**src/rtl/ets_pkg.sv**
```systemverilog
package ets_pkg;
  localparam int CMD_ADDR    = 'h3E00;
  localparam int PRESC_ADDR  = 'h3E08;
  localparam int REFILL_BASE = 'h3E20;
  localparam int CEIL_BASE   = 'h3E40;
  localparam int Q_STRIDE    = 4;
  localparam int CMD_LIM_BIT = 0;
  localparam int CMD_OLD_BIT = 3;
  localparam int PER_LSB     = 20;
  localparam int PER_RESET   = 1000;
endpackage

```
**src/rtl/ets_cfg_regs.sv**
```systemverilog
module ets_cfg_regs
  import ets_pkg::*;
#(
  parameter int NQ      = 8,
  parameter int AW      = 16,
  parameter int PRESC_W = 16,
  parameter int PER_W   = 10,
  parameter int AMT_W   = 19,
  parameter int CAP_W   = 31
) (
  input  logic               clk,
  input  logic               rst,
  input  logic               wr_en,
  input  logic [AW-1:0]      wr_addr,
  input  logic [31:0]        wr_data,
  output logic               bypass_o,
  output logic [PRESC_W-1:0] presc_o,
  output logic [PER_W-1:0]   period_o [NQ],
  output logic [AMT_W-1:0]   amount_o [NQ],
  output logic [CAP_W-1:0]   cap_o    [NQ]
);
  logic lim_on, old_sel;

  always_ff @(posedge clk) begin
    if (rst) begin
      lim_on  <= 1'b1;
      old_sel <= 1'b1;
      presc_o <= PRESC_W'(1);
    end else if (wr_en) begin
      if (wr_addr == AW'(CMD_ADDR)) begin
        lim_on  <= wr_data[CMD_LIM_BIT];
        old_sel <= wr_data[CMD_OLD_BIT];
      end
      if (wr_addr == AW'(PRESC_ADDR))
        presc_o <= wr_data[PRESC_W-1:0];
    end
  end

  assign bypass_o = lim_on | old_sel;

  for (genvar q = 0; q < NQ; q++) begin : g_q
    logic hit_rf, hit_cap;
    assign hit_rf  = wr_en && (wr_addr == AW'(REFILL_BASE + Q_STRIDE*q));
    assign hit_cap = wr_en && (wr_addr == AW'(CEIL_BASE + Q_STRIDE*q));

    always_ff @(posedge clk) begin
      if (rst) begin
        period_o[q] <= PER_W'(PER_RESET);
        amount_o[q] <= '0;
        cap_o[q]    <= '1;
      end else begin
        if (hit_rf) begin
          period_o[q] <= wr_data[PER_LSB +: PER_W];
          amount_o[q] <= wr_data[AMT_W-1:0];
        end
        if (hit_cap)
          cap_o[q] <= wr_data[CAP_W-1:0];
      end
    end
  end
endmodule

```
**src/rtl/ets_tick_gen.sv**
```systemverilog
module ets_tick_gen #(
  parameter int PRESC_W = 16
) (
  input  logic               clk,
  input  logic               rst,
  input  logic               hold,
  input  logic [PRESC_W-1:0] presc,
  output logic               tick_o
);
  logic [PRESC_W-1:0] cnt;
  logic [PRESC_W:0]   nxt;
  logic               last;

  assign nxt    = {1'b0, cnt} + 1'b1;
  assign last   = (nxt >= {1'b0, presc});
  assign tick_o = !hold && last;

  always_ff @(posedge clk) begin
    if (rst || hold || last) cnt <= '0;
    else                     cnt <= nxt[PRESC_W-1:0];
  end
endmodule

```
**src/rtl/ets_bucket.sv**
```systemverilog
module ets_bucket #(
  parameter int PER_W = 10,
  parameter int AMT_W = 19,
  parameter int CAP_W = 31,
  parameter int LEN_W = 14,
  parameter int TOK_W = CAP_W + 2
) (
  input  logic                    clk,
  input  logic                    rst,
  input  logic                    run,
  input  logic                    bypass,
  input  logic                    tick,
  input  logic [PER_W-1:0]        period,
  input  logic [AMT_W-1:0]        amount,
  input  logic [CAP_W-1:0]        cap,
  input  logic                    req,
  input  logic [LEN_W-1:0]        len,
  output logic                    grant_o,
  output logic                    elig_o,
  output logic signed [TOK_W-1:0] tok_o
);
  logic signed [TOK_W-1:0] tok, sum, sat, add_v, sub_v, cap_v;
  logic [PER_W-1:0] pcnt;
  logic             take, refill, wrap;

  assign elig_o = bypass || (!tok[TOK_W-1] && (tok != '0));
  assign take   = run && req && elig_o;
  assign wrap   = (period == '0) || (pcnt >= period - PER_W'(1));
  assign refill = tick && (period != '0) && wrap;

  assign cap_v = $signed(TOK_W'(cap));
  assign add_v = refill ? $signed(TOK_W'(amount)) : '0;
  assign sub_v = take ? $signed(TOK_W'({len, 3'b000})) : '0;
  assign sum   = tok + add_v - sub_v;
  assign sat   = (sum > cap_v) ? cap_v : sum;
  assign tok_o = tok;

  always_ff @(posedge clk) begin
    if (rst) begin
      tok     <= '0;
      pcnt    <= '0;
      grant_o <= 1'b0;
    end else begin
      grant_o <= take;
      if (bypass) begin
        tok  <= cap_v;
        pcnt <= '0;
      end else if (!run) begin
        pcnt <= '0;
      end else begin
        tok <= sat;
        if (tick) pcnt <= wrap ? '0 : pcnt + PER_W'(1);
      end
    end
  end
endmodule

```
**src/rtl/egress_token_shaper.sv**
```systemverilog
module egress_token_shaper #(
  parameter int NQ      = 8,
  parameter int AW      = 16,
  parameter int PRESC_W = 16,
  parameter int PER_W   = 10,
  parameter int AMT_W   = 19,
  parameter int CAP_W   = 31,
  parameter int LEN_W   = 14
) (
  input  logic              clk,
  input  logic              rst,
  input  logic              en,
  input  logic              wr_en,
  input  logic [AW-1:0]     wr_addr,
  input  logic [31:0]       wr_data,
  input  logic [NQ-1:0]     req,
  input  logic [NQ*LEN_W-1:0] req_len,
  output logic [NQ-1:0]     grant,
  output logic [NQ-1:0]     elig
);
  localparam int TOK_W = CAP_W + 2;

  logic               bypass, tick;
  logic [PRESC_W-1:0] presc;
  logic [PER_W-1:0]   period [NQ];
  logic [AMT_W-1:0]   amount [NQ];
  logic [CAP_W-1:0]   cap    [NQ];
  logic [NQ*TOK_W-1:0] tok_flat;
  logic [NQ*CAP_W-1:0] cap_flat;

  ets_cfg_regs #(
    .NQ(NQ), .AW(AW), .PRESC_W(PRESC_W), .PER_W(PER_W),
    .AMT_W(AMT_W), .CAP_W(CAP_W)
  ) u_cfg (
    .clk(clk), .rst(rst), .wr_en(wr_en), .wr_addr(wr_addr),
    .wr_data(wr_data), .bypass_o(bypass), .presc_o(presc),
    .period_o(period), .amount_o(amount), .cap_o(cap)
  );

  ets_tick_gen #(.PRESC_W(PRESC_W)) u_tick (
    .clk(clk), .rst(rst), .hold(!en || bypass), .presc(presc), .tick_o(tick)
  );

  for (genvar q = 0; q < NQ; q++) begin : g_bkt
    logic signed [TOK_W-1:0] lvl;
    ets_bucket #(
      .PER_W(PER_W), .AMT_W(AMT_W), .CAP_W(CAP_W),
      .LEN_W(LEN_W), .TOK_W(TOK_W)
    ) u_bkt (
      .clk(clk), .rst(rst), .run(en), .bypass(bypass), .tick(tick),
      .period(period[q]), .amount(amount[q]), .cap(cap[q]),
      .req(req[q]), .len(req_len[q*LEN_W +: LEN_W]),
      .grant_o(grant[q]), .elig_o(elig[q]), .tok_o(lvl)
    );
    assign tok_flat[q*TOK_W +: TOK_W] = lvl;
    assign cap_flat[q*CAP_W +: CAP_W] = cap[q];
  end
endmodule

```
**config.mk**
```make
export PLATFORM = sky130hd
export DESIGN_NAME = egress_token_shaper
export DESIGN_NICKNAME = d
export VERILOG_FILES = /design/src/rtl/ets_pkg.sv /design/src/rtl/ets_cfg_regs.sv /design/src/rtl/ets_tick_gen.sv /design/src/rtl/ets_bucket.sv /design/src/rtl/egress_token_shaper.sv
export SDC_FILE = /design/constraint.sdc
export NUM_CORES = 2
export LEC_CHECK = 0
export ABC_CLOCK_PERIOD_IN_PS = 16900
export BUFFER_PORTS_ARGS = -buffer_cell sky130_fd_sc_hd__buf_2
export CORE_MARGIN = 1
export CORE_UTILIZATION = 55
export CTS_BUF_LIST = sky130_fd_sc_hd__clkbuf_4
export CTS_CLUSTER_DIAMETER = 120
export CTS_CLUSTER_SIZE = 28
export DETAILED_ROUTE_END_ITERATION = 8
export PLACE_DENSITY = 0.79
export SKIP_LAST_GASP = 1
export SLEW_MARGIN = 20
export SYNTH_ARGS = -nofsm -noshare
export SYNTH_HDL_FRONTEND = slang
export SYNTH_HIERARCHICAL = 1
export SYNTH_SLANG_ARGS = --single-unit
```
**constraint.sdc**
```tcl
create_clock -name clk -period 16.9 [get_ports clk]
set_clock_uncertainty 0.1 [all_clocks]
set_input_delay 1.69 -clock clk [delete_from_list [all_inputs] [get_ports clk]]
set_output_delay 1.69 -clock clk [all_outputs]
set_load 0.005 [all_outputs]
```
==> impl_metrics.json <==
{
  "rows": 127,
  "post-route-period-util": 0.640,
  "synth_area_um2": 66800,
  "grt.overflow.total": 0,
  "cp_top_family": "simple AND/OR/NAND/NOR gates",
  "cts_buffer_depth": 3,
  "yosysWarnings": 6,
  "synth_edf_count": 0,
  "cts.clk_slew.worst_paths_ns": 0.27,
  "start_util": 0.556,
  "crit_arrival_ns": 11.70,
  "power.total_w": 0.00427,
  "path_class": "reg2reg",
  "die_area_um2": 123000,
  "vias_per_cell": 6.38,
  "syn_inst": 7976,
  "grt_pass1_wl_um": 321000,
  "ys_seq_area_frac": 0.259,
  "crit_top_cell": "ha_1",
  "cts_buffers": 39,
  "grt_max_degree": 197,
  "die-width_um": 351,
  "swShare": 0.363,
  "combPwrFrac": 0.307,
  "min_path_type": "reg2reg",
  "power_switching_w": 0.00155,
  "grt_pass1_vias": 56800,
  "area_delta_synth_final_pct": 3.29,
  "synth.distinct_cells": 128,
  "postCtsResizedCells": 0,
  "clkPwrFrac": 0.198,
  "firstDrtPassIters": 8,
  "path_buf_inv": 5,
  "io_pins": 188,
  "synthFlopType": "dfxtp_1",
  "powerDensity_nw_per_um2": 61.8,
  "cts.sinks": 866,
  "drv_cap": 0,
  "dp_cells": 9410,
  "post_route_cells_drive_above_1_share": 0.0694,
  "pre_cts_ws_ns": 6.29,
  "multi_input_area_um2": 44200,
  "design.core.area_um2": 120000,
  "synth_seq_cells": 866,
  "vdd_ir_drop_max_mv": 0.0447,
  "synth_area_leaders": "dfxtp_1 (26%), ha_1 (13%), inv_1 (5.1%)",
  "drtIter0Drc": 6231,
  "synth.avg_cell_area_um2": 8.38,
  "dp.final_hpwl_um": 152000,
  "fmax_mhz": 92.5,
  "place_congestion": 0.962,
  "required_ns": 17.78,
  "leakage_nw": 32.9,
  "worstMarginPinSlew_ns": 1.26,
  "antenna_found_initial": 27,
  "max_slew_margin": 0.162,
  "cts_setup_buffers": 0,
  "crit_fanout": 79,
  "port_buffers": 186,
  "p_int_w": 0.00272,
  "synth.top_cell.area_share": 0.259,
  "grt_usage": 0.329,
  "post-synth-top-area-cell": "dfxtp_1",
  "slew_viol_final": 0,
  "wirelength_um": 209000,
  "grt_setup_unrepaired": "false",
  "finalHoldViolCount": 0,
  "status": "finished, final reports clean",
  "hold_buffers": 0,
  "tns_ns": 0,
  "crit_slowest_cell": "buf_4",
  "ff2ff_setup_slack_ns": 6.08,
  "clock_latency_ns": 1.12,
  "area.sequential_um2": 17300,
  "vias": 60500,
  "syn-num-nets": 8957,
  "ant_nets": 0,
  "post-route-drc-count": 0,
  "layout.cells.non_filler": 9482,
  "wl_per_cell_um": 22.1,
  "setup_violations": 0,
  "fillers": 10900,
  "cp-start-kind": "flop",
  "fin_crit_ns": 10.82,
  "htreeDepth": 2,
  "end_kind": "flop",
  "async_flop_share": 0,
  "fin_ws_ns": 6.08,
  "cts_tree": "done",
  "seqPwrFrac": 0.495,
  "cpPeakStageDelay_ns": 0.76,
  "fin_nets": 8822,
  "cts-root-buf": "clkbuf_4",
  "die_y_um": 351
}
path summary, 6_finish.rpt:
check | end | depth (start not counted) | from
worst max-delay path | g_bkt[4].u_bkt/tok_o[22]$_SDFFE_PP0P_ | 34 | u_tick/cnt[0]$_SDFF_PP0_
worst min-delay path | u_cfg/amount_o[119]$_SDFFE_PP0P_ | 2 | u_cfg/amount_o[119]$_SDFFE_PP0P_
worst max register to register | g_bkt[4].u_bkt/tok_o[22]$_SDFFE_PP0P_ | 34 | u_tick/cnt[0]$_SDFF_PP0_
worst min register to register | u_cfg/amount_o[119]$_SDFFE_PP0P_ | 2 | u_cfg/amount_o[119]$_SDFFE_PP0P_
layer usage:
metal / part of all wire / global-route usage / vias up
met4: 0.062 / 0.180 / 16
met5: 0.00064 / 0.00157 / -
li1: - / - / 28200
met1: 0.40 / 0.424 / 29000
met3: 0.099 / 0.0735 / 607
met2: 0.43 / 0.510 / 2657
registers in the layout (all words and copies together) (netlist names):
register and count:
g_bkt.u_bkt/pcnt 80, u_cfg/old_sel 1, u_cfg/period_o 80, u_cfg/amount_o 152, g_bkt.u_bkt/tok_o 264, g_bkt.u_bkt/grant_o 8, u_tick/cnt 16, u_cfg/presc_o 16
u_cfg/cap_o 248, u_cfg/lim_on 1
synth_stat cells (all sizes together), types with 24 or more instances:
cell type  number
a211oi        153
a31oi          70
nor2b          82
nand4         187
or2            26
nand2b        278
and3          154
o31ai          27
nor3b          24
inv           910
a21o          157
mux2           28
a311oi         30
xnor2         244
clkbuf        320
fa            112
nor3          289
a221o         307
a2111oi        29
nor4          109
buf           106
o21bai         44
nor2          435
nand2         356
a221oi         24
o21a           51
o211ai         35
and2          162
o22ai          32
dfxtp         866
mux2i         265
o21ai         344
or3            30
ha            697
a21oi         492
xor2          127
nand3         141
worst reg2reg max path: cells and delay by family, from the launching register on:
family,cells,cell delay (ns)
fa+ha+maj,5,1.90
flops,1,0.49
compound gates,8,2.67
mux,1,0.11
xor+xnor,2,0.43
simple gates,13,3.05
buf+inv,5,1.92
layout make-up:
cell class | instances | area share
flip-flops and latches | 866 | 0.251
inverters | 914 | 0.0497
clock inverters | 10 | 0.00243
diodes | 20 | 0.000725
multi-input cells | 5770 | 0.641
clock buffers | 40 | 0.00435
well taps | 1612 | 0.0292
repair buffers | 250 | 0.0216
stage by stage:
| stage | util | area [µm²] | hold slack (ns) |
|---|---|---|---|
| 6_report | 0.575 | 69000 | 0.386 |
| 5_1_grt | 0.574 | 69000 | 0.408 |
| 4_1_cts | 0.574 | 68900 | 0.393 |
| 2_1_floorplan | - | 66800 | 0.344 |
| 3_5_place_dp | 0.570 | 68500 | 0.364 |
| 3_3_place_gp | 0.570 | 68500 | 0.356 |
cells in the final DEF (no fill, tap or decap), types with 152 or more instances in the layout:
master and n:
nor2_1 432, nand2b_1 271, a221o_1 305, mux2i_1 265
xnor2_1 240, nand4_1 186, a21oi_1 474, nor3_1 251
ha_1 697, buf_2 184, inv_1 910, o21ai_0 292
a211oi_1 152, dfxtp_1 866, a21o_1 152, and2_1 159
nand2_1 350
cells by family (layout without fill, tap and decap cells):
| logic type | Yosys count | after routing | share of synthesized area |
|---|---|---|---|
| compound gates | 1917 | 1917 | 0.208 |
| flops | 866 | 866 | 0.259 |
| mux | 293 | 293 | 0.0446 |
| simple gates | 2380 | 2380 | 0.195 |
| fa+ha+maj | 809 | 809 | 0.164 |
| other cells | 0 | 20 | 0 |
| xor+xnor | 371 | 371 | 0.0492 |
| buf+inv | 1340 | 1214 | 0.0798 |
power groups by stage:
stage               Clock (W)  Combinational (W)  Sequential, W
floorplan                   0           0.000963        0.00214
global placement            0            0.00123        0.00215
detailed placement          0            0.00127        0.00215
CTS                  0.000850            0.00128        0.00211
global route         0.000916            0.00143        0.00212
finish               0.000844            0.00131        0.00211
Note: power is estimated with default switching activity, not from simulation.
